File: src/rtl/sof_frame_pkg.sv
package sof_frame_pkg;

    localparam int unsigned BYTE_W = 8;

    typedef enum logic [1:0] {
        ST_IDLE = 2'd0,
        ST_REQ  = 2'd1,
        ST_BUSY = 2'd2
    } sof_state_e;

endpackage

File: src/rtl/sof_ms_timer.sv
module sof_ms_timer #(
    parameter int unsigned CLKS_PER_MS = 125000
) (
    input  logic clk,
    input  logic rst_n,
    input  logic run_i,
    output logic tick_o
);
    localparam int unsigned CNT_W = (CLKS_PER_MS > 2) ? $clog2(CLKS_PER_MS) : 1;
    localparam logic [CNT_W-1:0] LAST = CNT_W'(CLKS_PER_MS - 1);

    logic [CNT_W-1:0] cnt_q;

    always_ff @(posedge clk or negedge rst_n) begin
        if (!rst_n) begin
            cnt_q <= '0;
        end else if (!run_i) begin
            cnt_q <= '0;
        end else if (cnt_q == LAST) begin
            cnt_q <= '0;
        end else begin
            cnt_q <= cnt_q + 1'b1;
        end
    end

    assign tick_o = (cnt_q == LAST);

    // two ticks are never adjacent
    assert_tick_spacing_R4: assert property (@(posedge clk) disable iff (!rst_n)
        tick_o |=> !tick_o);

    // a stopped timer produces no tick
    assert_stop_no_tick_R8: assert property (@(posedge clk) disable iff (!rst_n)
        !run_i |=> !tick_o);

endmodule

File: src/rtl/sof_req_fsm.sv
module sof_req_fsm
    import sof_frame_pkg::*;
(
    input  logic clk,
    input  logic rst_n,
    input  logic tick_i,
    input  logic ack_i,
    input  logic done_i,
    output logic req_o,
    output logic busy_o,
    output logic adv_o
);
    sof_state_e state_q, state_d;

    always_ff @(posedge clk or negedge rst_n) begin
        if (!rst_n) begin
            state_q <= ST_IDLE;
        end else begin
            state_q <= state_d;
        end
    end

    always_comb begin
        state_d = state_q;
        unique case (state_q)
            ST_IDLE: if (tick_i) state_d = ST_REQ;
            ST_REQ:  if (ack_i)  state_d = ST_BUSY;
            ST_BUSY: if (done_i) state_d = ST_IDLE;
            default: state_d = ST_IDLE;
        endcase
    end

    always_comb begin
        req_o  = 1'b0;
        busy_o = 1'b0;
        adv_o  = 1'b0;
        unique case (state_q)
            ST_IDLE: ;
            ST_REQ: begin
                req_o  = 1'b1;
                busy_o = 1'b1;
            end
            ST_BUSY: begin
                busy_o = 1'b1;
                adv_o  = done_i;
            end
            default: ;
        endcase
    end

    // request holds until accepted
    assert_req_hold_R5: assert property (@(posedge clk) disable iff (!rst_n)
        (req_o && !ack_i) |=> req_o);

    // busy covers the request
    assert_busy_covers_req_R6: assert property (@(posedge clk) disable iff (!rst_n)
        req_o |-> busy_o);

    // an accepted request stays busy until done
    assert_busy_to_done_R8: assert property (@(posedge clk) disable iff (!rst_n)
        (busy_o && !req_o && !done_i) |=> busy_o);

endmodule

File: src/rtl/sof_frame_reg.sv
module sof_frame_reg
    import sof_frame_pkg::*;
#(
    parameter int unsigned FRAME_W = 11
) (
    input  logic               clk,
    input  logic               rst_n,
    input  logic               clear_i,
    input  logic               lock_i,
    input  logic               adv_i,
    input  logic               wr_en_i,
    input  logic               wr_hi_i,
    input  logic [BYTE_W-1:0]  wr_data_i,
    input  logic               rd_hi_i,
    output logic [BYTE_W-1:0]  rd_data_o,
    output logic [FRAME_W-1:0] frame_o
);
    localparam int unsigned HI_W = FRAME_W - BYTE_W;

    logic [FRAME_W-1:0] frame_q, frame_d;
    logic [BYTE_W-1:0]  hi_byte;

    always_comb begin
        frame_d = frame_q;
        if (clear_i) begin
            frame_d = '0;
        end else if (adv_i) begin
            frame_d = frame_q + 1'b1;
        end else if (wr_en_i && !lock_i) begin
            if (wr_hi_i) begin
                frame_d = {wr_data_i[HI_W-1:0], frame_q[BYTE_W-1:0]};
            end else begin
                frame_d = {frame_q[FRAME_W-1:BYTE_W], wr_data_i};
            end
        end
    end

    always_ff @(posedge clk or negedge rst_n) begin
        if (!rst_n) begin
            frame_q <= '0;
        end else begin
            frame_q <= frame_d;
        end
    end

    generate
        if (HI_W < BYTE_W) begin : g_hi_pad
            assign hi_byte = {{(BYTE_W-HI_W){1'b0}}, frame_q[FRAME_W-1:BYTE_W]};
        end else begin : g_hi_full
            assign hi_byte = frame_q[FRAME_W-1:BYTE_W];
        end
    endgenerate

    assign rd_data_o = rd_hi_i ? hi_byte : frame_q[BYTE_W-1:0];
    assign frame_o   = frame_q;

    // soft clear zeroes the count
    assert_soft_clear_R3: assert property (@(posedge clk) disable iff (!rst_n)
        clear_i |=> (frame_o == '0));

    // locked register only changes by advance or clear
    assert_write_locked_R6: assert property (@(posedge clk) disable iff (!rst_n)
        (lock_i && !adv_i && !clear_i) |=> $stable(frame_o));

    // advance steps by one with wrap
    assert_advance_step_R7: assert property (@(posedge clk) disable iff (!rst_n)
        (adv_i && !clear_i) |=> (frame_o == $past(frame_o) + 1'b1));

endmodule

File: src/rtl/sof_frame_ctrl.sv
module sof_frame_ctrl
    import sof_frame_pkg::*;
#(
    parameter int unsigned CLKS_PER_MS = 125000,
    parameter int unsigned FRAME_W     = 11
) (
    input  logic               clk,
    input  logic               rst_n,
    input  logic               soft_clr_i,
    input  logic               tok_sof_en_i,
    input  logic               reg_wr_en_i,
    input  logic               reg_wr_hi_i,
    input  logic [7:0]         reg_wr_data_i,
    input  logic               reg_rd_hi_i,
    output logic [7:0]         reg_rd_data_o,
    output logic               sof_req_o,
    output logic [FRAME_W-1:0] sof_frame_o,
    input  logic               sof_ack_i,
    input  logic               sof_done_i,
    output logic               sof_busy_o
);
    logic tick;
    logic busy;
    logic adv;

    sof_ms_timer #(
        .CLKS_PER_MS(CLKS_PER_MS)
    ) u_timer (
        .clk   (clk),
        .rst_n (rst_n),
        .run_i (tok_sof_en_i),
        .tick_o(tick)
    );

    sof_req_fsm u_fsm (
        .clk   (clk),
        .rst_n (rst_n),
        .tick_i(tick),
        .ack_i (sof_ack_i),
        .done_i(sof_done_i),
        .req_o (sof_req_o),
        .busy_o(busy),
        .adv_o (adv)
    );

    sof_frame_reg #(
        .FRAME_W(FRAME_W)
    ) u_frame (
        .clk      (clk),
        .rst_n    (rst_n),
        .clear_i  (soft_clr_i),
        .lock_i   (busy),
        .adv_i    (adv),
        .wr_en_i  (reg_wr_en_i),
        .wr_hi_i  (reg_wr_hi_i),
        .wr_data_i(reg_wr_data_i),
        .rd_hi_i  (reg_rd_hi_i),
        .rd_data_o(reg_rd_data_o),
        .frame_o  (sof_frame_o)
    );

    assign sof_busy_o = busy;

    // busy drops only after a completion pulse
    assert_busy_release_R6: assert property (@(posedge clk) disable iff (!rst_n)
        (sof_busy_o && !sof_req_o && !sof_done_i) |=> sof_busy_o);

endmodule

File: config.mk
export PLATFORM = sky130hd
export DESIGN_NAME = sof_frame_ctrl
export DESIGN_NICKNAME = d
export VERILOG_FILES = /design/src/rtl/sof_frame_pkg.sv /design/src/rtl/sof_ms_timer.sv /design/src/rtl/sof_req_fsm.sv /design/src/rtl/sof_frame_reg.sv /design/src/rtl/sof_frame_ctrl.sv
export SDC_FILE = /design/constraint.sdc
export NUM_CORES = 1
export LEC_CHECK = 0
export ABC_AREA = 1
export BUFFER_PORTS_ARGS = -buffer_cell sky130_fd_sc_hd__buf_2
export CELL_PAD_IN_SITES_DETAIL_PLACEMENT = 1
export CELL_PAD_IN_SITES_GLOBAL_PLACEMENT = 2
export CORE_UTILIZATION = 30
export CTS_CLUSTER_DIAMETER = 100
export CTS_CLUSTER_SIZE = 40
export DETAILED_ROUTE_END_ITERATION = 6
export GPL_TIMING_DRIVEN = 0
export PLACE_DENSITY = 0.86
export REMOVE_ABC_BUFFERS = 1
export SLEW_MARGIN = 20
export SYNTH_ARGS = -nofsm -noshare
export SYNTH_HDL_FRONTEND = slang
export SYNTH_HIERARCHICAL = 1
export SYNTH_SLANG_ARGS = --single-unit
File: constraint.sdc
create_clock -name clk -period 1.8 [get_ports clk]
set_input_delay 0.36 -clock clk [delete_from_list [all_inputs] [get_ports clk]]
set_output_delay 0.36 -clock clk [all_outputs]
set_load 0.1 [all_outputs]
# Yosys cells after proc, flatten, opt, wreduce, memory -nomap -nowiden
# Index checks and enable logic that the tools add are counted.
word_totals:
  regBits: 30
  inputBits: 17
  output_inout_bits: 21
  word_cells: 36
op_classes:
  add_sub_neg: 2
  eq_ne: 7
  muxes: 14
  n_reduce_logical: 9
ops:
  columns: ["cell", "count"]
  rows:
  - ["$mux 11", 4]
  - ["$mux 17", 2]
  - ["$add 17x1->17 const B", 1]
  - ["$eq 17x17->1 const B", 1]
  - ["$add 11x1->11 const B", 1]
  - ["$mux 8", 1]
  - ["$mux 2", 3]
  - ["$ne 2x2->1 const B", 3]
  - ["$pmux 2 s3", 1]
  - ["$reduce_bool 3->1", 2]
  - ["$reduce_and 2->1", 2]
  - ["$mux 1", 3]
  - ["$ne 3x2->1 const B", 1]
  - ["$reduce_and 3->1", 1]
  - ["$eq 2x1->1 const B", 1]
  - ["$eq 2x2->1 const B", 1]
  - ["$logic_not 2->1", 1]
  - ["$reduce_or 2->1", 1]
  - ["$logic_and 1x1->1", 1]
  - ["$logic_not 1->1", 1]

# Longest topological paths before layout
# Gate-level depths: netlist (run 1).
depth:
  word_depth: 8
  mapped_depth: 10

# Modules after synthesis
# Netlist (run 1), hierarchy kept.
modules_own_cells:
  columns: ["module", "n_inst", "cells_per_inst", "area_each_um2", "seq_area_each_um2"]
  rows:
  - ["sof_ms_timer", 1, 138, 1003.5, 425.4]
  - ["sof_frame_reg", 1, 148, 873.3, 275.3]
  - ["sof_req_fsm", 1, 22, 165.2, 50.0]

# Worst setup path before layout (run 1)
# OpenSTA, ideal clock, no wires.
synth_timing:
  path_kind: "register to output"
  startpoint: "reg u_frame.frame_q[0], in the netlist u_frame/frame_o[0]"
  endpoint: "out reg_rd_data_o[0]"
  t_arrival_ns: 3.233
  required_time_ns: 1.440
  slack_ns: -1.793
  path_stages_with_launch: 3
  path_buffers: 0
  cell_sequence: "dfrtp_1 inv_1 o21ai_0"
synth_between:
  elab_chain_cells: 1
synth_rtl:
  columns: ["item", "line", "rtl"]
  rows:
  - ["start: declaration", "sof_frame_reg.sv:20", "logic [FRAME_W-1:0] frame_q, frame_d;"]
  - ["start signal: assignment", "sof_frame_reg.sv:42", "frame_q <= frame_d;"]
  - ["$mux 8", "sof_frame_reg.sv:54", "assign rd_data_o = rd_hi_i ? hi_byte : frame_q[BYTE_W-1:0];"]
  - ["end: declaration", "sof_frame_ctrl.sv:15", "output logic [7:0] reg_rd_data_o,"]
# No other way between the ends.

# Final worst setup path (run 1)
layout_timing:
  startpoint: "reg u_frame.frame_q[7], in the netlist u_frame/frame_o[7]"
  endpoint: "out reg_rd_data_o[7]"
# The elaborated chain is that of the path after synthesis.

==> flow_summary.json, run 1 <==
{
  "drcViolationCount": 0,
  "power_mw": 1.57,
  "synth_compound_area_share_pct": 5.94,
  "crit_chain": "inv_1, nor2_1, buf_2",
  "hpwl_mm": 4.62,
  "top_usage_layer": "met2",
  "rsz0062_at_grt": "false",
  "cts_tree": "built",
  "cap_violations": 0,
  "num_rows": 29,
  "grt_pass1_vias": 2193,
  "synth_top_cell_area_share_pct": 36.8,
  "cts-root-buf": "clkbuf_8",
  "slowest_delay_ps": 440,
  "internal_power_mw": 1.01,
  "yosys_warnings": 6,
  "p_leak_nw": 1.18,
  "comb_power_share_pct": 20.9,
  "clock_skew_ps": 9.43,
  "period_share_pct": 94.1,
  "io_pins": 38,
  "required_ps": 1440,
  "port_buffers": 37,
  "synth_edf_count": 0,
  "die-area_mm2": 0.00714,
  "seq_area_frac_synth_pct": 36.8,
  "grt_pass1_wl_mm": 10.1,
  "syn_area_mm2": 0.00204,
  "syn_avg_cell_area_um2": 6.63,
  "first_iter_violations": 105,
  "hp-class": "in -> async",
  "final-setup-viol-count": 0,
  "async_flop_share_pct": 100,
  "layout-drive-gt1-share_pct": 20.5,
  "vias_per_cell": 4.85,
  "antenna_found_initial": 0,
  "grt_use_met1_pct": 20.5,
  "cp.arrival_ps": 1330,
  "ys_ff_latch": 30,
  "cts_buffers": 5,
  "ir_drop_mv": 0.340,
  "synth_adder_area_share_pct": 3.06,
  "yosysMostFrequentCell": "nand2_1",
  "synth_commonest_cells": "nand2_1 (91), nor2_1 (47), inv_1 (40)",
  "power.density_mw_per_mm2": 643,
  "fp.dieW_um": 84.5,
  "hold_buffers": 0,
  "wl_mm": 5.88,
  "hold_violations": 0,
  "min_period_ps": 1690,
  "grt.met2_usage_pct": 34.3,
  "status": "finished clean",
  "synthMuxAreaShare_pct": 0,
  "stdcell_count": 428,
  "cts_sinks": 30,
  "path_max_fanout": 6,
  "antenna_cells": 0,
  "ys_types": 26,
  "p_sw_mw": 0.554,
  "worst_slew_pin_slew_ps": 724,
  "fmax_ghz": 0.591,
  "synth-main-ff-cell": "dfrtp_1",
  "clock_latency_ps": 280,
  "clk_pin_slew_worst_paths_ps": 70,
  "dp.cells": 420,
  "synthXorXnorAreaFrac_pct": 2.14,
  "drtPass1Iterations": 4,
  "critPathCaptureType": "primary output",
  "path_class": "reg -> out",
  "via_count": 2075,
  "start_util_pct": 31.6,
  "grt_use_met3_pct": 3.15,
  "relSlewSlack_pct": 51.7,
  "gp_congestion": 0.781,
  "synth_top_area_cell": "dfrtp_1",
  "drv_slew": 0,
  "clockBufferDepth": 2,
  "grtUsageTotal_pct": 17.8,
  "fin_nets": 373,
  "synthCells": 308,
  "synth_area_leaders": "dfrtp_1 (37%), nand2_1 (17%), nor2_1 (8.6%)",
  "synth_top_family_by_area": "simple AND/OR/NAND/NOR gates",
  "overflow": 0,
  "grt_max_degree": 31,
  "core_area_mm2": 0.00646,
  "p_seq_share_pct": 45.8,
  "die_h_um": 84.5,
  "sw_frac_of_total_pct": 35.3,
  "slowest_stage": "dfrtp_1",
  "ant_nets": 0,
  "p_clk_share_pct": 33.3,
  "synth_simple_gate_area_share_pct": 42.8,
  "htreeDepth": 2,
  "cp-start-kind": "register",
  "area_growth_pct": 19.5,
  "wl_per_cell_um": 13.7
}
what timing repair did:
| item | CTS | global route |
|---|---|---|
| pin swaps | 0 | 0 |
| setup buffers | 1 | 0 |
| endpoints found under the setup margin | 11 | 16 |
| gates resized for setup | 4 | 11 |
stage by stage:
| stage | hold slack (ps) | area [um2] | TNS (ps) | utilization (%) | setup WS, ps |
|---|---|---|---|---|---|
| 2_1_floorplan | 64.4 | 2020 | -11650 | - | -1790 |
| 3_3_place_gp | 450 | 2310 | -710 | 35.7 | -152 |
| 3_5_place_dp | 460 | 2310 | -785 | 35.7 | -144 |
| 4_1_cts | 159 | 2410 | 0 | 37.3 | 49.4 |
| 5_1_grt | 178 | 2440 | 0 | 37.8 | 0.335 |
| 6_report | 130 | 2440 | 0 | 37.8 | 107 |
logic make-up (layout without fill, tap and decap cells):
kind of cell / Yosys count / count (layout)
compound gates: 23 / 23
simple gates: 197 / 197
xor+xnor: 5 / 5
buf+inv: 48 / 91
fa+ha+maj: 5 / 5
flops: 30 / 30
layout make-up:
cell class              count  area [um2]
fillers                   880        4020
multi-input cells         230        1120
well taps                  77        96.3
flip-flops and latches     30         751
clock inverters             2        10.0
repair buffers             38         214
clock buffers               5        68.8
inverters                  46         179
worst max-delay path, delay by kind of cell, from the launching register on:
kind | cells | cell delay [ps]
and+or+nand+nor | 1 | 100
DFF | 1 | 440
buffers and inverters | 2 | 520
power groups by stage:
stage	Clock (mW)	Sequential, mW	Combinational (mW)
2_1_floorplan	0	0.830	0.136
3_3_place_gp	0	0.731	0.323
3_5_place_dp	0	0.732	0.326
4_1_cts	0.542	0.719	0.327
5_1_grt	0.580	0.723	0.351
6_report	0.522	0.719	0.327
registers in the layout, indices dropped and copies added (netlist names):
signal	count
u_fsm/state_q	2
u_timer/cnt_q	17
u_frame/frame_o	11
final timing paths:
check	startpoint	endpoint	slack, ps	depth (start not counted)
hold reg to reg	u_timer/cnt_q[0]$_DFF_PN0_	u_timer/cnt_q[0]$_DFF_PN0_	460	1
setup / recovery	u_frame/frame_o[7]$_DFFE_PN0P_	reg_rd_data_o[7]	110	3
min in group clk	sof_ack_i	u_fsm/state_q[1]$_DFFE_PN0P_	360	3
max in group asynchronous	rst_n	u_frame/frame_o[7]$_DFFE_PN0P_	1200	1
hold / removal	rst_n	u_timer/cnt_q[11]$_DFF_PN0_	130	1
setup reg to reg	u_timer/cnt_q[0]$_DFF_PN0_	u_fsm/state_q[1]$_DFFE_PN0P_	160	10
per-layer routing:
| metal | routed length (um) | up-vias |
|---|---|---|
| met5 | 0 | - |
| met4 | 41 | 0 |
| met3 | 167 | 4 |
| met2 | 3080 | 32 |
| met1 | 2590 | 991 |
| li1 | - | 1048 |
layout by cell type (no fill, tap or decap), drive strengths merged, types with 2 or more instances in the layout:
cell type and n:
a21oi 5, buf 32, clkbuf 11, clkinv 5
dfrtp 30, ha 5, inv 42, nand2 100
nand3 29, nand4 6, nor2 57, nor3 3
o21ai 14, o22ai 2, xor2 4
(Power assumes the default switching activity.)
==> run 2: changes to the inputs <==
Settings changed: ABC_AREA 1 to 0, CORE_UTILIZATION 30 to 33, CTS_BUF_LIST from default to sky130_fd_sc_hd__clkbuf_16, PLACE_DENSITY 0.86 to 0.85.
==> run 2 against run 1 <==
- the run now ends with negative setup slack left
- routed wire length fell by 2.3%
- utilization rose by 12 points
- synthesized cell count fell by 37%
- highest routed layer unchanged
==> flow_summary.json, run 2 <==
{
  "hpwl_mm": 3.32,
  "syn_avg_cell_area_um2": 9.30,
  "cts_sinks": 30,
  "critPathCaptureType": "register",
  "synthCells": 195,
  "utilization_pct": 50.3,
  "antenna_found_initial": 0,
  "cp.arrival_ps": 2110,
  "synth_commonest_cells": "dfrtp_1 (30), nor2_1 (30), inv_1 (13), xnor2_1 (13), nand2_1 (10)",
  "layout-drive-gt1-share_pct": 40.6,
  "clockBufferDepth": 2,
  "first_iter_violations": 121,
  "cp-start-kind": "register",
  "num_rows": 26,
  "clk_pin_slew_worst_paths_ps": 50,
  "drv_slew": 0,
  "wl_per_cell_um": 17.6,
  "drcViolationCount": 0,
  "synthXorXnorAreaFrac_pct": 7.24,
  "clock_skew_ps": 5.23,
  "gp_congestion": 0.731,
  "synth_adder_area_share_pct": 3.45,
  "grt_max_degree": 31,
  "worst_slew_pin_slew_ps": 705,
  "hold_buffers": 0,
  "min_period_ps": 1980,
  "rsz0062_at_grt": "true",
  "tns_ps": -603,
  "fmax_ghz": 0.506,
  "overflow": 0,
  "synth_top_cell_area_share_pct": 41.4,
  "grt_pass1_vias": 1706,
  "critPathTopFamily": "simple AND/OR/NAND/NOR gates",
  "synth_compound_area_share_pct": 12.2,
  "status": "finished with violations",
  "path_max_fanout": 3,
  "violations": "negative setup slack",
  "yosys_warnings": 6,
  "start_util_pct": 34.9,
  "vias_per_cell": 5.29,
  "power.density_mw_per_mm2": 686,
  "synth_top_area_cell": "dfrtp_1",
  "cts_buffers": 5,
  "fill_cells": 617,
  "final-setup-viol-count": 8,
  "synthMuxAreaShare_pct": 5.31,
  "period_share_pct": 110,
  "pre_cts_ws_ps": -935,
  "synth_area_leaders": "dfrtp_1 (41%), xnor2_1 (6.3%), nor2_1 (6.2%)",
  "area_growth_pct": 44.2,
  "via_count": 1723,
  "io_pins": 38,
  "grt_pass1_wl_mm": 8.25,
  "synth-main-ff-cell": "dfrtp_1",
  "hp-class": "in -> async",
  "hold_violations": 0,
  "ff2ff_setup_slack_ps": -180,
  "antenna_cells": 0,
  "slowest_stage": "or4b_4",
  "path_class": "reg -> reg",
  "p_leak_nw": 1.14,
  "final_common_cell": "buf_2",
  "cts-root-buf": "clkbuf_16",
  "seq_area_frac_synth_pct": 41.4,
  "cap_violations": 0,
  "grtUsageTotal_pct": 18.0,
  "ir_drop_mv": 0.619,
  "clock_latency_ps": 270,
  "die-area_mm2": 0.00580,
  "ys_ff_latch": 30,
  "largest_register": "u_timer/cnt_q",
  "fin_nets": 277,
  "crit_chain": "inv_2, ha_4, or4b_4, and3_4, a311oi_2, nor2_1",
  "power_mw": 1.80,
  "core_area_mm2": 0.00520,
  "path_buf_inv": 1,
  "slowest_delay_ps": 560,
  "syn_area_mm2": 0.00181,
  "async_flop_share_pct": 100,
  "hold_ws_ps": 140,
  "htreeDepth": 2,
  "port_buffers": 37,
  "relSlewSlack_pct": 53.0,
  "fin_ws_ps": -178,
  "ant_nets": 0,
  "layout_common_cells": "buf_2 (34), dfrtp_1 (28), nor2_1 (25), buf_4 (13), xnor2_1 (13)",
  "ys_types": 47,
  "fp.dieW_um": 76.1,
  "cts_tree": "built",
  "drtPass1Iterations": 4,
  "die_h_um": 76.1,
  "synth_edf_count": 0,
  "wl_mm": 5.75,
  "synth_top_family_by_area": "simple AND/OR/NAND/NOR gates",
  "required_ps": 1940,
  "largest_register_ff_count": 17,
  "synth_simple_gate_area_share_pct": 25.9
}
[run 2: final cells by class]
cell class	count	area (um2)	area share [%]
clock buffers	5	125	4.78
well taps	70	87.6	3.35
flip-flops and latches	30	753	28.8
inverters	13	48.8	1.87
multi-input cells	146	1160	44.2
repair buffers	59	434	16.6
clock inverters	3	11.3	0.430
[run 2: kinds of logic (layout without fill, tap and decap cells)]
kind of cell | count (synthesis) | count (layout)
AND/OR/NAND/NOR | 89 | 89
XOR/XNOR | 15 | 15
multiplexers | 9 | 9
AO/OA/AOI/OAI | 28 | 28
flip-flops | 30 | 30
adder cells (fa/ha/maj) | 5 | 5
buffers and inverters | 19 | 80
[run 2: path summary, 6_finish.rpt]
path,to,from,cells past startpoint
setup reg to reg,u_frame/frame_o[3]$_DFFE_PN0P_,u_fsm/state_q[1]$_DFFE_PN0P_,6
hold reg to reg,u_timer/cnt_q[0]$_DFF_PN0_,u_timer/cnt_q[0]$_DFF_PN0_,1
hold / removal,u_timer/cnt_q[0]$_DFF_PN0_,rst_n,1
setup / recovery,u_frame/frame_o[3]$_DFFE_PN0P_,u_fsm/state_q[1]$_DFFE_PN0P_,6
max in group asynchronous,u_timer/cnt_q[8]$_DFF_PN0_,rst_n,1
min in group clk,u_frame/frame_o[8]$_DFFE_PN0P_,reg_wr_data_i[0],3
[run 2: timing repair]
action                                  4_1_cts  5_1_grt
endpoints found under the setup margin       29       30
gates resized for setup                      27       30
pin swaps                                    20       15
buffers inserted                             22        9
cloned                                        1        1
[run 2: metrics by stage]
stage               std cells  area [um2]
detailed placement        296        2050
floorplan                 189        1780
finish                    326        2620
global route              326        2620
CTS                       318        2400
global placement          296        2050
[run 2: power breakdown]
part	switching [mW]	internal, mW
clock	0.281	0.497
combinational	0.217	0.0847
sequential	0.0248	0.691
total	0.523	1.27
[run 2: metal layers]
metal | GRT usage [%] | part of all wire (%) | up-vias
met5 | 0 | 0 | -
li1 | - | - | 814
met3 | 3.95 | 2.7 | 10
met1 | 23.0 | 46 | 862
met2 | 30.5 | 49 | 37
met4 | 5.00 | 1.8 | 0
==> run 3: changes to the inputs <==
Settings changed: CORE_MARGIN from default to 2.
==> run 3 against run 2 <==
- cell count grew 0.61%
- critical endpoint is now u_timer/cnt_q[11]$_DFF_PN0_
- clock skew is essentially flat
- first-iteration DRC count grew 7.4%
- die area grew 5.3%
- combinational power shrank 1%
- total power grew 0.95%
- the flow still finishes with violations (negative setup slack)
- flip-flop and latch count is the same
- largest cell class unchanged
- non-clock buffer count grew 2
- critical path depth grew 2
- sequential share of layout area grew 0.37 points
- via count grew 1.1%
- final area shrank 0.96%
==> flow_summary.json, run 3 (synthesis gave the netlist of run 2 again) <==
{
  "violations": "negative setup slack",
  "ir_drop_mv": 0.455,
  "core_area_mm2": 0.00520,
  "port_buffers": 37,
  "drtPass1Iterations": 4,
  "sw_frac_of_total_pct": 29.6,
  "clockBufferDepth": 2,
  "fin_nets": 279,
  "final-setup-viol-count": 23,
  "vias_per_cell": 5.31,
  "largest_register": "u_timer/cnt_q",
  "antenna_cells": 0,
  "p_clk_share_pct": 44.1,
  "grt_pass1_wl_mm": 8.93,
  "relSlewSlack_pct": 52.5,
  "internal_power_mw": 1.28,
  "multi_input_area_mm2": 0.00115,
  "clk_pin_slew_worst_paths_ps": 50,
  "status": "finished with violations",
  "htreeDepth": 2,
  "p_sw_mw": 0.537,
  "cp.arrival_ps": 2280,
  "required_ps": 1960,
  "cp-start-kind": "register",
  "cts_buffers": 5,
  "io_pins": 38,
  "comb_power_share_pct": 16.4,
  "hold_violations": 0,
  "utilization_pct": 49.8,
  "cts-root-buf": "clkbuf_16",
  "hp-class": "in -> async",
  "hold_buffers": 0,
  "regArea_um2": 756,
  "first_iter_violations": 130,
  "grtUsageTotal_pct": 18.9,
  "min_period_ps": 2120,
  "tns_ps": -5590,
  "drv_slew": 0,
  "layout-drive-gt1-share_pct": 42.6,
  "cts_tree": "built",
  "path_class": "reg -> reg",
  "fin_ws_ps": -319,
  "path_max_fanout": 4,
  "gp_congestion": 0.778,
  "final_common_cell": "buf_2",
  "clock_skew_ps": 5.51,
  "critPathCaptureType": "register",
  "fp.dieW_um": 78.1,
  "start_util_pct": 34.9,
  "layout_common_cells": "buf_2 (34), dfrtp_1 (26), nor2_1 (22), buf_4 (16), xnor2_1 (13)",
  "slowest_stage": "dfrtp_2",
  "period_share_pct": 118,
  "fmax_ghz": 0.472,
  "worst_slew_pin_slew_ps": 713,
  "clock_latency_ps": 280,
  "wl_mm": 5.83,
  "dp.cells": 296,
  "slowest_delay_ps": 430,
  "antenna_found_initial": 0,
  "die-area_mm2": 0.00611,
  "via_count": 1742,
  "cap_violations": 0,
  "grt_pass1_vias": 1777,
  "stdcell_count": 328,
  "largest_register_ff_count": 17,
  "cts_sinks": 30,
  "wl_per_cell_um": 17.8,
  "fill_cells": 599,
  "drcViolationCount": 0,
  "hpwl_mm": 3.33,
  "p_leak_nw": 1.16,
  "ant_nets": 0,
  "rsz0062_at_grt": "true",
  "die_h_um": 78.1,
  "area_growth_pct": 42.8,
  "overflow": 0,
  "grt_max_degree": 31,
  "crit_chain": "nor4_4, nand3_2, buf_4, buf_6, buf_6, o41ai_4, buf_4, nor2_1",
  "p_seq_share_pct": 39.5,
  "power.density_mw_per_mm2": 699,
  "hold_ws_ps": 130,
  "num_rows": 26
}
-- run 3: cell types whose count changed in the layout (fill, tap and decap cells not counted), sizes merged --
cell and delta:
buf +3, clkbuf -1, clkinv -1, inv +1
-- run 3: final cells by class --
cell class | count | area share, %
Multi-Input combinational cell | 146 | 44.2
Tap cell | 70 | 3.38
Clock buffer | 5 | 4.83
Timing Repair Buffer | 61 | 16.0
Inverter | 13 | 1.88
Clock inverter | 3 | 0.483
Sequential cell | 30 | 29.2
-- run 3: worst paths after layout --
check                      depth (start not counted)  slack [ps]                  startpoint                              to
max                                                8        -320  u_timer/cnt_q[5]$_DFF_PN0_     u_timer/cnt_q[11]$_DFF_PN0_
min                                                1         130                       rst_n      u_timer/cnt_q[0]$_DFF_PN0_
max reg2reg                                        8        -320  u_timer/cnt_q[5]$_DFF_PN0_     u_timer/cnt_q[11]$_DFF_PN0_
min reg2reg                                        1         490  u_timer/cnt_q[0]$_DFF_PN0_      u_timer/cnt_q[0]$_DFF_PN0_
max in group asynchronous                          1        1160                       rst_n    u_fsm/state_q[1]$_DFFE_PN0P_
min in group clk                                   3         360            reg_wr_data_i[3]  u_frame/frame_o[3]$_DFFE_PN0P_
-- run 3: routing by layer --
metal,global-route usage (%),vias up,wire (um)
met5,0,-,0
met4,7.54,0,163
met3,3.45,15,179
met2,32.8,43,2930
met1,23.2,865,2560
li1,-,819,-
-- run 3: timing repair --
| item | in CTS | in global routing |
|---|---|---|
| gates resized for setup | 31 | 24 |
| setup buffers | 26 | 4 |
| cloned | 1 | 0 |
| pin swaps | 23 | 15 |
| endpoints found under the setup margin | 29 | 30 |
-- run 3: critical path, delay by kind of cell, from the launching register on --
kind,cells,cell delay [ps]
flip-flops,1,430
AND/OR/NAND/NOR,3,550
AO/OA/AOI/OAI,1,410
buffers and inverters,4,600
-- run 3: power by group through the flow --
stage	Combinational (mW)	Sequential (mW)	Clock, mW
finish	0.298	0.716	0.799
global route	0.315	0.717	0.854
CTS	0.283	0.714	0.806
detailed placement	0.258	0.726	0
global placement	0.255	0.725	0
floorplan	0.110	0.794	0
-- run 3: per-stage QoR --
step	setup WS [ps]	power (mW)	instance area, um2
6_report	-319	1.81	2590
5_1_grt	-390	1.89	2590
4_1_cts	-169	1.80	2460
3_5_place_dp	-819	0.984	2050
3_3_place_gp	-773	0.980	2050
2_1_floorplan	-976	0.904	1780
